==> src/rtl/gpio_port_pkg.sv <==
package gpio_port_pkg;

  localparam int ADDR_W = 4;

  typedef enum logic [ADDR_W-1:0] {
    REG_DATA    = 4'd0,
    REG_DIR     = 4'd1,
    REG_SET     = 4'd2,
    REG_CLR     = 4'd3,
    REG_TOG     = 4'd4,
    REG_TRIG_LO = 4'd5,
    REG_TRIG_HI = 4'd6,
    REG_ANYEDGE = 4'd7,
    REG_MASK    = 4'd8,
    REG_FLAG    = 4'd9
  } reg_sel_e;

  typedef enum logic [1:0] {
    TRIG_LOW  = 2'd0,
    TRIG_HIGH = 2'd1,
    TRIG_RISE = 2'd2,
    TRIG_FALL = 2'd3
  } trig_code_e;

endpackage

==> src/rtl/gpio_rst_sync.sv <==
module gpio_rst_sync (
  input  logic clk,
  input  logic rst_n,
  output logic rst_sync_n
);

  logic [1:0] stage_q;
  logic [1:0] stage_d;

  always_comb begin
    stage_d = {stage_q[0], 1'b1};
  end

  always_ff @(posedge clk or negedge rst_n) begin
    if (!rst_n) begin
      stage_q <= '0;
    end else begin
      stage_q <= stage_d;
    end
  end

  assign rst_sync_n = stage_q[1];

endmodule

==> src/rtl/gpio_in_sync.sv <==
module gpio_in_sync #(
  parameter int WIDTH  = 32,
  parameter int STAGES = 2
) (
  input  logic             clk,
  input  logic             rst_n,
  input  logic [WIDTH-1:0] din,
  output logic [WIDTH-1:0] sync,
  output logic [WIDTH-1:0] sync_prev
);

  logic [STAGES-1:0][WIDTH-1:0] chain_q;
  logic [STAGES-1:0][WIDTH-1:0] chain_d;
  logic [WIDTH-1:0]             prev_q;

  always_comb begin
    chain_d[0] = din;
    for (int i = 1; i < STAGES; i++) begin
      chain_d[i] = chain_q[i-1];
    end
  end

  always_ff @(posedge clk or negedge rst_n) begin
    if (!rst_n) begin
      chain_q <= '0;
      prev_q  <= '0;
    end else begin
      chain_q <= chain_d;
      prev_q  <= chain_q[STAGES-1];
    end
  end

  assign sync      = chain_q[STAGES-1];
  assign sync_prev = prev_q;

endmodule

==> src/rtl/gpio_event_detect.sv <==
module gpio_event_detect
  import gpio_port_pkg::*;
#(
  parameter int NUM_PINS = 32
) (
  input  logic [NUM_PINS-1:0] sync,
  input  logic [NUM_PINS-1:0] sync_prev,
  input  logic [NUM_PINS-1:0] trig_lo,
  input  logic [NUM_PINS-1:0] trig_hi,
  input  logic [NUM_PINS-1:0] any_edge,
  output logic [NUM_PINS-1:0] evt
);

  localparam int HALF = NUM_PINS / 2;

  for (genvar g = 0; g < NUM_PINS; g++) begin : g_pin
    logic [1:0] code;
    logic       rise;
    logic       fall;

    if (g < HALF) begin : g_lo
      assign code = trig_lo[2*g +: 2];
    end else begin : g_hi
      assign code = trig_hi[2*(g-HALF) +: 2];
    end

    assign rise = sync[g] & ~sync_prev[g];
    assign fall = ~sync[g] & sync_prev[g];

    always_comb begin
      if (any_edge[g]) begin
        evt[g] = rise | fall;
      end else begin
        case (trig_code_e'(code))
          TRIG_LOW:  evt[g] = ~sync[g];
          TRIG_HIGH: evt[g] = sync[g];
          TRIG_RISE: evt[g] = rise;
          default:   evt[g] = fall;
        endcase
      end
    end
  end

endmodule

==> src/rtl/gpio_flag_reg.sv <==
module gpio_flag_reg #(
  parameter int NUM_PINS = 32
) (
  input  logic                clk,
  input  logic                rst_n,
  input  logic [NUM_PINS-1:0] set_evt,
  input  logic                clr_en,
  input  logic [NUM_PINS-1:0] clr_mask,
  output logic [NUM_PINS-1:0] flags
);

  logic [NUM_PINS-1:0] flag_q;
  logic [NUM_PINS-1:0] flag_d;
  logic [NUM_PINS-1:0] clr_eff;
  logic                flag_en;

  always_comb begin
    clr_eff = clr_en ? clr_mask : '0;
    flag_d  = (flag_q & ~clr_eff) | set_evt;
    flag_en = clr_en | (|set_evt);
  end

  always_ff @(posedge clk or negedge rst_n) begin
    if (!rst_n) begin
      flag_q <= '0;
    end else if (flag_en) begin
      flag_q <= flag_d;
    end
  end

  assign flags = flag_q;

endmodule

==> src/rtl/gpio_port_irq.sv <==
module gpio_port_irq
  import gpio_port_pkg::*;
#(
  parameter int NUM_PINS    = 32,
  parameter int SYNC_STAGES = 2
) (
  input  logic                clk,
  input  logic                rst_n,
  input  logic                bus_wr,
  input  logic                bus_rd,
  input  logic [ADDR_W-1:0]   bus_addr,
  input  logic [NUM_PINS-1:0] bus_wdata,
  output logic [NUM_PINS-1:0] bus_rdata,
  input  logic [NUM_PINS-1:0] pin_in,
  output logic [NUM_PINS-1:0] pin_out,
  output logic [NUM_PINS-1:0] pin_oe,
  output logic                irq
);

  logic rst_sync_n;

  logic [NUM_PINS-1:0] data_q, data_d;
  logic [NUM_PINS-1:0] dir_q, dir_d;
  logic [NUM_PINS-1:0] trig_lo_q, trig_lo_d;
  logic [NUM_PINS-1:0] trig_hi_q, trig_hi_d;
  logic [NUM_PINS-1:0] any_q, any_d;
  logic [NUM_PINS-1:0] mask_q, mask_d;
  logic data_en, dir_en, trig_lo_en, trig_hi_en, any_en, mask_en;

  logic [NUM_PINS-1:0] in_sync, in_prev, evt, status_q;
  logic                flag_clr_en;

  gpio_rst_sync u_rst_sync (
    .clk        (clk),
    .rst_n      (rst_n),
    .rst_sync_n (rst_sync_n)
  );

  gpio_in_sync #(
    .WIDTH  (NUM_PINS),
    .STAGES (SYNC_STAGES)
  ) u_in_sync (
    .clk       (clk),
    .rst_n     (rst_sync_n),
    .din       (pin_in),
    .sync      (in_sync),
    .sync_prev (in_prev)
  );

  gpio_event_detect #(
    .NUM_PINS (NUM_PINS)
  ) u_detect (
    .sync      (in_sync),
    .sync_prev (in_prev),
    .trig_lo   (trig_lo_q),
    .trig_hi   (trig_hi_q),
    .any_edge  (any_q),
    .evt       (evt)
  );

  assign flag_clr_en = bus_wr && (bus_addr == REG_FLAG);

  gpio_flag_reg #(
    .NUM_PINS (NUM_PINS)
  ) u_flags (
    .clk      (clk),
    .rst_n    (rst_sync_n),
    .set_evt  (evt),
    .clr_en   (flag_clr_en),
    .clr_mask (bus_wdata),
    .flags    (status_q)
  );

  // output value: direct write plus the three atomic aliases
  always_comb begin
    data_d  = data_q;
    data_en = 1'b0;
    if (bus_wr) begin
      case (bus_addr)
        REG_DATA: begin data_d = bus_wdata;           data_en = 1'b1; end
        REG_SET:  begin data_d = data_q | bus_wdata;  data_en = 1'b1; end
        REG_CLR:  begin data_d = data_q & ~bus_wdata; data_en = 1'b1; end
        REG_TOG:  begin data_d = data_q ^ bus_wdata;  data_en = 1'b1; end
        default:  ;
      endcase
    end
  end

  // plain configuration words
  always_comb begin
    dir_d      = bus_wdata;
    trig_lo_d  = bus_wdata;
    trig_hi_d  = bus_wdata;
    any_d      = bus_wdata;
    mask_d     = bus_wdata;
    dir_en     = bus_wr && (bus_addr == REG_DIR);
    trig_lo_en = bus_wr && (bus_addr == REG_TRIG_LO);
    trig_hi_en = bus_wr && (bus_addr == REG_TRIG_HI);
    any_en     = bus_wr && (bus_addr == REG_ANYEDGE);
    mask_en    = bus_wr && (bus_addr == REG_MASK);
  end

  always_ff @(posedge clk or negedge rst_sync_n) begin
    if (!rst_sync_n) begin
      data_q    <= '0;
      dir_q     <= '0;
      trig_lo_q <= '0;
      trig_hi_q <= '0;
      any_q     <= '0;
      mask_q    <= '0;
    end else begin
      if (data_en)    data_q    <= data_d;
      if (dir_en)     dir_q     <= dir_d;
      if (trig_lo_en) trig_lo_q <= trig_lo_d;
      if (trig_hi_en) trig_hi_q <= trig_hi_d;
      if (any_en)     any_q     <= any_d;
      if (mask_en)    mask_q    <= mask_d;
    end
  end

  always_comb begin
    bus_rdata = '0;
    if (bus_rd) begin
      case (bus_addr)
        REG_DATA:    bus_rdata = data_q;
        REG_DIR:     bus_rdata = dir_q;
        REG_TRIG_LO: bus_rdata = trig_lo_q;
        REG_TRIG_HI: bus_rdata = trig_hi_q;
        REG_ANYEDGE: bus_rdata = any_q;
        REG_MASK:    bus_rdata = mask_q;
        REG_FLAG:    bus_rdata = status_q;
        default:     bus_rdata = '0;
      endcase
    end
  end

  assign pin_out = data_q;
  assign pin_oe  = dir_q;
  assign irq     = |(status_q & mask_q);

endmodule

==> config.mk <==
export PLATFORM = sky130hd
export DESIGN_NAME = gpio_port_irq
export DESIGN_NICKNAME = d
export VERILOG_FILES = /design/src/rtl/gpio_port_pkg.sv /design/src/rtl/gpio_rst_sync.sv /design/src/rtl/gpio_in_sync.sv /design/src/rtl/gpio_event_detect.sv /design/src/rtl/gpio_flag_reg.sv /design/src/rtl/gpio_port_irq.sv
export SDC_FILE = /design/constraint.sdc
export NUM_CORES = 1
export LEC_CHECK = 0
export BUFFER_PORTS_ARGS = -buffer_cell sky130_fd_sc_hd__buf_2
export CORE_ASPECT_RATIO = 1.2
export CORE_MARGIN = 2
export CORE_UTILIZATION = 35
export CTS_CLUSTER_DIAMETER = 150
export DETAILED_ROUTE_END_ITERATION = 8
export REMOVE_ABC_BUFFERS = 1
export SLEW_MARGIN = 20
export SYNTH_ARGS = -nofsm -noshare
export SYNTH_HDL_FRONTEND = slang
export SYNTH_SLANG_ARGS = --single-unit
export TNS_END_PERCENT = 10
==> constraint.sdc <==
create_clock -name clk -period 8.9 [get_ports clk]
set_input_delay 2.225 -clock clk [delete_from_list [all_inputs] [get_ports clk]]
set_output_delay 2.225 -clock clk [all_outputs]
set_load 0.02 [all_outputs]
==> flow_summary.yaml, run 1 <==
sta:
  skew_ns: 0.0271
  worst_slew_pin_slew_ns: 1.19
  worst_slack_ns: 2.40
  final.setup.tns_ns: 0
  final-setup-viol-count: 0
  clock.fmax_ghz: 0.154
  rsz0062_at_grt: "no"
  drv_slew: 0
  hold_viol_final: 0
  relSlewSlack: 0.205
  period_share: 0.730
  finalCriticalPeriod_ns: 6.50
synthesis:
  netlist_area_sq_mm: 0.0166
  synth.distinct_cells: 45
  synth_edf_count: 0
  ys_warn_count: 0
  synthFlopType: "dfrtp_1"
  yosysSeqAreaShare: 0.486
  synth_cells: 1391
  ys_seq_elements: 322
  async_flop_share: 1.00
  syn_area_per_cell_sq_um: 11.9
critical_path:
  cp_data_arrival_time_ns: 4.27
  timing.rr.end: "u_in_sync.chain_d[62]$_DFF_PN0_"
  reg2reg_depth: 2
  crit_chain: "buf_2 -> nor4bb_4 -> buf_4 -> a222oi_1 -> a31oi_1 -> buf_2"
  cp_common_cell: "buf_2"
  critical-path-top-delay-family: "buffers and inverters"
  cp_max_fo: 33
  slowest_delay_ns: 0.52
  cp-startpoint: "bus_addr[2]"
  cp-start-kind: "input port"
  cp_num_cells: 6
  critPathBufInv: 3
  r2r_slack_ns: 6.64
  crit_path_top_delay_cell: "buf_4"
  required_ns: 6.68
  path_class: "in2out"
  r2r_start: "u_rst_sync.stage_q[1]$_DFF_PN0_"
  crit_path_end_kind: "output pin"
clock_network:
  numCtsBuffers: 37
  cts_root_buffer: "clkbuf_16"
  clock-sinks: 322
  htree_levels: 2
  clk_pin_slew_ns: 0.06
  clock_latency_ns: 0.55
  cts_resized: 0
  hold_buffers: 0
  cts_setup_buffers: 0
  tritoncts: "yes"
  clockBufferDepth: 3
finish:
  drive_above_1_share: 0.252
  finalCoreUtilization: 0.411
  final_common_cell: "dfrtp_1"
  final_cell_mix: "dfrtp_1 (321), buf_2 (168), inv_1 (130)"
  final_cells: 2182
  area_growth_pct: 16.3
  final_nets: 1732
route:
  drt_iter0_drc: 1264
  drt-total-wl_microns: 54200
  drc: 0
  ant_nets: 0
  viasPerCell: 5.82
  wire_per_inst_microns: 24.9
  first_pass_iters: 6
  num_vias: 12700
global_routing:
  grt_pass1_vias: 13160
  grt_max_degree: 170
  grt_pass1_wl_microns: 81700
  antenna_found_initial: 1
  grt_overflow: 0
  grt_util_all_layers: 0.219
placement:
  post-place-ws_ns: 2.45
  post-dp-hpwl_microns: 34200
  placement.io_buffers: 168
  dp_cells: 2116
  gp_congestion: 0.791
hold_path:
  hp-class: "reg2async"
floorplanning:
  start_util: 0.353
  core_area_sq_mm: 0.0469
  die_y_microns: 242
  die-area_sq_mm: 0.0491
  num_rows: 87
  pin_count: 169
  die_w_microns: 203
run:
  drv_cap: 0
power:
  p_per_area_mw_per_mm2: 225
  power.leakage_nw: 8.92
  ir_drop_mv: 0.122
run_status:
  status: "finished clean"
-- cells in the mapped netlist, drive strengths merged (5+ instances only) --
master | instances | area [sq um]
dfrtp | 322 | 8060
mux2 | 159 | 1790
inv | 131 | 492
ha | 128 | 1600
a22oi | 80 | 601
nand2 | 69 | 264
a31oi | 64 | 400
buf | 47 | 282
clkbuf | 41 | 155
nand2b | 40 | 250
nand3 | 33 | 165
a222oi | 32 | 320
a2bb2oi | 32 | 280
a41oi | 32 | 505
o311ai | 31 | 272
o31ai | 31 | 233
nor2 | 28 | 105
a211oi | 27 | 203
o211a | 27 | 270
and3 | 5 | 31.3
-- power by group --
part           total (mW)  switching, mW  internal, mW
combinational       0.761          0.418         0.343
clock                1.58          0.627         0.957
sequential           1.99          0.297          1.69
-- cell families after synthesis --
| family | count (synthesis) | share of synthesized area |
|---|---|---|
| buffers and inverters | 219 | 0.0560 |
| other | 1 | 0.000226 |
| xor gates and xnor gates | 1 | 0.000528 |
| muxes | 162 | 0.110 |
| adders and majority gates | 128 | 0.0966 |
| DFF | 322 | 0.486 |
| AOI/OAI and AO/OA | 363 | 0.189 |
| and+or+nand+nor | 195 | 0.0619 |
-- worst reg2reg max path: stages, from the launching register on --
cell     delay, ns
dfrtp_4       0.74
buf_4         0.66
buf_4         0.84
-- cell type report --
type / count / area (sq um)
Tap cell: 623 / 779
Timing Repair Buffer: 190 / 1020
Fill cell: 4430 / 27600
Antenna cell: 1 / 2.50
Sequential cell: 322 / 8060
Multi-Input combinational cell: 850 / 7680
Inverter: 131 / 492
Clock inverter: 8 / 125
Clock buffer: 57 / 1120
-- flip-flops by register name, indices dropped and copies added, names as in the netlist --
register / cells
u_rst_sync.stage_q: 2
mask_q: 32
u_in_sync.sync_prev: 32
pin_oe: 32
pin_out: 32
u_in_sync.sync: 32
u_in_sync.chain_d: 32
any_q: 32
trig_hi_q: 32
u_flags.flags: 32
trig_lo_q: 32
-- how the worst max path moves through the flow --
stage                                 to  slack, ns
floorplan           any_q[0]$_DFFE_PN0P_      -0.74
global placement            bus_rdata[9]       2.47
detailed placement          bus_rdata[9]       2.45
CTS                         bus_rdata[9]       2.43
global route                bus_rdata[9]       2.34
finish                      bus_rdata[5]       2.40
-- metal layers --
| layer | wire length, microns | GRT usage | vias to the layer above |
|---|---|---|---|
| met4 | 2140 | 0.0940 | 0 |
| met1 | 22200 | 0.280 | 6537 |
| met5 | 0 | 0 | - |
| met2 | 26000 | 0.360 | 543 |
| met3 | 3880 | 0.0420 | 134 |
| li1 | - | - | 5486 |
-- through the flow --
step / cell area, sq um / power (mW) / hold slack, ns
final: 19300 / 4.34 / 0.297
after floorplan: 16100 / 2.41 / 0.331
after global placement: 18000 / 2.73 / 0.317
after global routing: 19300 / 4.54 / 0.344
after CTS: 19300 / 4.37 / 0.319
after detailed placement: 18000 / 2.78 / 0.316
(Power assumes the default switching activity.)
==> run 2, diff against run 1 <==
==> constraint.sdc (replaced) <==
create_clock -name clk -period 5.46 [get_ports clk]
set_input_delay 1.365 -clock clk [delete_from_list [all_inputs] [get_ports clk]]
set_output_delay 1.365 -clock clk [all_outputs]
set_load 0.02 [all_outputs]
==> flow_summary.yaml, run 2 (same netlist as run 1, synthesis figures left out) <==
critical_path:
  required_ns: 4.09
  crit_path_end_kind: "output pin"
  cp_max_fo: 32
  r2r_start: "pin_out[8]$_DFFE_PN0P_"
  timing.rr.end: "pin_out[8]$_DFFE_PN0P_"
  path_class: "in2out"
  reg2reg_depth: 4
  cp_data_arrival_time_ns: 3.35
  cp-start-kind: "input port"
  r2r_slack_ns: 4.14
sta:
  skew_ns: 0.0185
  period_share: 0.863
  final.setup.tns_ns: 0
  rsz0062_at_grt: "no"
  clock.fmax_ghz: 0.212
  worst_slew_pin_slew_ns: 1.21
  final-setup-viol-count: 0
  drv_slew: 0
  hold_viol_final: 0
  finalCriticalPeriod_ns: 4.71
  worst_slack_ns: 0.746
  relSlewSlack: 0.191
clock_network:
  cts_resized: 0
  htree_levels: 2
  cts_root_buffer: "clkbuf_16"
  clock-sinks: 322
  clock_latency_ns: 0.54
  hold_buffers: 0
  clk_pin_slew_ns: 0.06
  tritoncts: "yes"
  numCtsBuffers: 38
  clockBufferDepth: 3
  cts_setup_buffers: 0
finish:
  finalCoreUtilization: 0.415
  final_nets: 1734
  drive_above_1_share: 0.255
  fin_area_sq_mm: 0.0195
  final_cell_mix: "dfrtp_1 (321), buf_2 (168), inv_1 (130)"
  fillerInstances: 4466
  final_common_cell: "dfrtp_1"
  antenna_cells: 0
  area_growth_pct: 17.5
placement:
  post-place-ws_ns: 0.822
  gp_congestion: 0.774
  post-dp-hpwl_microns: 33700
  dpl_cell_area_sq_mm: 0.0181
  placement.io_buffers: 168
hold_path:
  hp-class: "reg2reg"
  min_to: "u_in_sync.sync[17]$_DFF_PN0_"
  whs_path_depth: 0
  hp-start: "u_in_sync.chain_d[49]$_DFF_PN0_"
power:
  power.leakage_nw: 9.01
  ir_drop_mv: 0.233
  clkPwrFrac: 0.386
  internal_power_mw: 5.11
  p_seq_frac: 0.444
  pwr-share-comb: 0.170
  switchingPower_mw: 2.20
  p_per_area_mw_per_mm2: 375
  finalPower_mw: 7.31
  p_sw_frac: 0.301
floorplanning:
  num_rows: 87
  pin_count: 169
  die-area_sq_mm: 0.0491
  die_y_microns: 242
  start_util: 0.353
  core_area_sq_mm: 0.0469
  die_w_microns: 203
route:
  drt-total-wl_microns: 54600
  viasPerCell: 5.86
  first_pass_iters: 7
  drt_iter0_drc: 1293
  drc: 0
  num_vias: 12791
  ant_nets: 0
  wire_per_inst_microns: 25.0
global_routing:
  grt_max_degree: 163
  grt_overflow: 0
  grt_util_all_layers: 0.223
  grt_pass1_vias: 13133
  grt_pass1_wl_microns: 83300
  antenna_found_initial: 0
run_status:
  status: "finished clean"
run:
  drv_cap: 0
run 2: changes by cell type in the layout (fill, tap and decap cells not counted):
cell / before / now
buf_4: 21 / 17
clkbuf_8: 8 / 7
inv_6: 2 / 0
clkbuf_16: 39 / 41
diode_2: 1 / 0
bufinv_16: 3 / 7
clkbuf_1: 10 / 7
buf_12: 1 / 6
clkinv_2: 2 / 4
run 2: worst max path at each step:
| stage | startpoint | cells after the start | to | slack [ns] |
|---|---|---|---|---|
| 5_1_grt | bus_addr[1] | 5 | bus_rdata[2] | 0.70 |
| 6_report | bus_addr[1] | 5 | bus_rdata[2] | 0.75 |
| 3_5_place_dp | bus_addr[1] | 5 | bus_rdata[9] | 0.82 |
| 2_1_floorplan | u_rst_sync.stage_q[1]$_DFF_PN0_ | 0 | any_q[0]$_DFFE_PN0P_ | -4.18 |
| 3_3_place_gp | bus_addr[1] | 5 | bus_rdata[9] | 0.88 |
| 4_1_cts | bus_addr[1] | 5 | bus_rdata[9] | 0.82 |
run 2: metrics by stage:
stage          instances  hold slack (ns)
4_1_cts             2184            0.347
3_3_place_gp        2117            0.334
3_5_place_dp        2117            0.335
5_1_grt             2184            0.344
2_1_floorplan       1303            0.331
6_report            2184            0.336
run 2: power groups by stage:
stage          registers (mW)  clock network [mW]  logic, mW
2_1_floorplan            3.25                   0      0.688
3_3_place_gp             3.26                   0       1.20
3_5_place_dp             3.28                   0       1.25
4_1_cts                  3.24                2.89       1.26
5_1_grt                  3.30                2.98       1.38
6_report                 3.25                2.82       1.25
run 2: area by class of cell:
class | count | area (sq um) | share of cell area
Sequential cell | 322 | 8060 | 0.414
Multi-Input combinational cell | 850 | 7680 | 0.394
Clock buffer | 55 | 1150 | 0.0589
Timing Repair Buffer | 191 | 1090 | 0.0559
Tap cell | 623 | 779 | 0.0400
Inverter | 131 | 492 | 0.0252
Clock inverter | 12 | 238 | 0.0122
run 2: metal layers:
| metal | up-vias | track usage | wire [microns] |
|---|---|---|---|
| met2 | 600 | 0.367 | 26500 |
| met5 | - | 0 | 0 |
| li1 | 5489 | - | - |
| met3 | 135 | 0.0440 | 4250 |
| met4 | 0 | 0.0865 | 1910 |
| met1 | 6567 | 0.287 | 21900 |
run 2: critical path: stages:
cell      delay (ns)
buf_2           0.37
o21bai_1        0.13
a211o_2         0.71
a31oi_1         0.50
buf_2           0.25
==> run 3, diff against run 2 <==
--- a/config.mk
+++ b/config.mk
@@ -11,6 +11,7 @@
 export CORE_UTILIZATION = 35
 export CTS_CLUSTER_DIAMETER = 150
 export DETAILED_ROUTE_END_ITERATION = 8
+export MAX_ROUTING_LAYER = met4
 export REMOVE_ABC_BUFFERS = 1
 export SLEW_MARGIN = 20
 export SYNTH_ARGS = -nofsm -noshare
==> flow_summary.yaml, run 3 (same netlist as run 1, synthesis figures left out) <==
placement:
  placement.io_buffers: 168
  post-place-ws_ns: 0.822
  post-dp-hpwl_microns: 33700
  gp_congestion: 0.785
power:
  ir_drop_mv: 0.234
  finalPower_mw: 7.31
  internal_power_mw: 5.11
  power.leakage_nw: 9.01
  clkPwrFrac: 0.385
  switchingPower_mw: 2.20
  p_sw_frac: 0.301
  p_per_area_mw_per_mm2: 375
  pwr-share-comb: 0.170
  p_seq_frac: 0.444
sta:
  worst_slack_ns: 0.742
  relSlewSlack: 0.181
  finalCriticalPeriod_ns: 4.72
  skew_ns: 0.0192
  period_share: 0.864
  hold_slack_ns: 0.337
  rsz0062_at_grt: "no"
  hold_viol_final: 0
  drv_slew: 0
  clock.fmax_ghz: 0.212
  worst_slew_pin_slew_ns: 1.23
  final-setup-viol-count: 0
finish:
  drive_above_1_share: 0.255
  final_common_cell: "dfrtp_1"
  antenna_cells: 0
  fillerInstances: 4466
  area_growth_pct: 17.5
  final_cell_mix: "dfrtp_1 (321), buf_2 (168), inv_1 (130)"
  final_nets: 1734
route:
  ant_nets: 0
  drt-total-wl_microns: 54500
  drc: 0
  first_pass_iters: 6
  drt_iter0_drc: 1274
  wire_per_inst_microns: 25.0
  viasPerCell: 5.84
  num_vias: 12751
clock_network:
  numCtsBuffers: 38
  clock-sinks: 322
  cts_root_buffer: "clkbuf_16"
  hold_buffers: 0
  clock_latency_ns: 0.54
  cts_resized: 0
  htree_levels: 2
  clockBufferDepth: 3
  cts_setup_buffers: 0
  clk_pin_slew_ns: 0.06
  tritoncts: "yes"
critical_path:
  slowest_delay_ns: 0.71
  reg2reg_depth: 5
  crit_path_top_delay_cell: "a211o_2"
  timing.rr.end: "u_flags.flags[7]$_DFFE_PN0P_"
  required_ns: 4.09
  cp_common_cell: "buf_2"
  crit_path_end_kind: "output pin"
  r2r_slack_ns: 4.13
  r2r_start: "u_in_sync.sync[7]$_DFF_PN0_"
  critPathBufInv: 2
  path_class: "in2out"
  critical-path-top-delay-family: "compound AO/OA/AOI/OAI gates"
  cp_max_fo: 32
  cp_data_arrival_time_ns: 3.35
  cp-start-kind: "input port"
  crit_chain: "buf_2 -> o21bai_1 -> a211o_2 -> a31oi_1 -> buf_2"
  cp_num_cells: 5
floorplanning:
  num_rows: 87
  die_w_microns: 203
  pin_count: 169
  core_area_sq_mm: 0.0469
  die_y_microns: 242
  die-area_sq_mm: 0.0491
  start_util: 0.353
global_routing:
  grt_pass1_vias: 13134
  grt_overflow: 0
  grt_util_all_layers: 0.229
  use_met2: 0.366
  grt_max_degree: 163
  use_met3: 0.0425
  antenna_found_initial: 0
  grt_use_met1: 0.289
  grt.busiest_layer: "met2"
  grt_pass1_wl_microns: 83300
hold_path:
  min_to: "u_in_sync.sync[17]$_DFF_PN0_"
  hp-start: "u_in_sync.chain_d[49]$_DFF_PN0_"
  whs_path_depth: 0
  hp-class: "reg2reg"
run_status:
  status: "finished clean"
run:
  drv_cap: 0
==> run 3: cell counts in the layout (fill, tap and decap cells not counted) <==
Identical to the previous run, type by type.
==> run 3: layer usage <==
metal  wire length [microns]  vias to the layer above  share of wire
met4                    1980                        0          0.036
met2                   26300                      587           0.48
met5                       0                        -              0
met3                    4050                      136          0.074
met1                   22100                     6546           0.41
li1                        -                     5482              -
==> run 3: through the flow <==
| step | utilization | setup TNS (ns) | cells | instance area, sq um |
|---|---|---|---|---|
| CTS | 0.415 | 0 | 2184 | 19500 |
| finish | 0.415 | 0 | 2184 | 19500 |
| floorplan | - | -1377.85 | 1303 | 16100 |
| detailed placement | 0.386 | 0 | 2117 | 18100 |
| global route | 0.415 | 0 | 2184 | 19500 |
| global placement | 0.386 | 0 | 2117 | 18100 |
==> run 3: how the worst max path moves through the flow <==
stage	startpoint	endpoint	slack, ns
global placement	bus_addr[1]	bus_rdata[9]	0.88
finish	bus_addr[1]	bus_rdata[2]	0.74
detailed placement	bus_addr[1]	bus_rdata[9]	0.82
floorplan	u_rst_sync.stage_q[1]$_DFF_PN0_	any_q[0]$_DFFE_PN0P_	-4.18
global route	bus_addr[1]	bus_rdata[2]	0.70
CTS	bus_addr[1]	bus_rdata[9]	0.82
==> run 3: layout make-up <==
cell class / instances / area [sq um] / area share
Clock inverter: 12 / 238 / 0.0122
Tap cell: 623 / 779 / 0.0400
Multi-Input combinational cell: 850 / 7680 / 0.394
Timing Repair Buffer: 191 / 1090 / 0.0559
Clock buffer: 55 / 1150 / 0.0589
Sequential cell: 322 / 8060 / 0.414
Inverter: 131 / 492 / 0.0252
==> run 3: worst register-to-register path: cells and delay by family (launching register included) <==
kind | cells | cell delay (ns)
flip-flops | 1 | 0.42
AND/OR/NAND/NOR | 2 | 0.22
buffers and inverters | 1 | 0.08
AO/OA/AOI/OAI | 1 | 0.34
adder cells (fa/ha/maj) | 1 | 0.13
==> run 3: power by group through the flow <==
stage	combinational [mW]	sequential [mW]	clock (mW)
CTS	1.26	3.24	2.89
detailed placement	1.25	3.28	0
global route	1.38	3.30	2.98
floorplan	0.688	3.25	0
global placement	1.20	3.26	0
finish	1.24	3.25	2.82
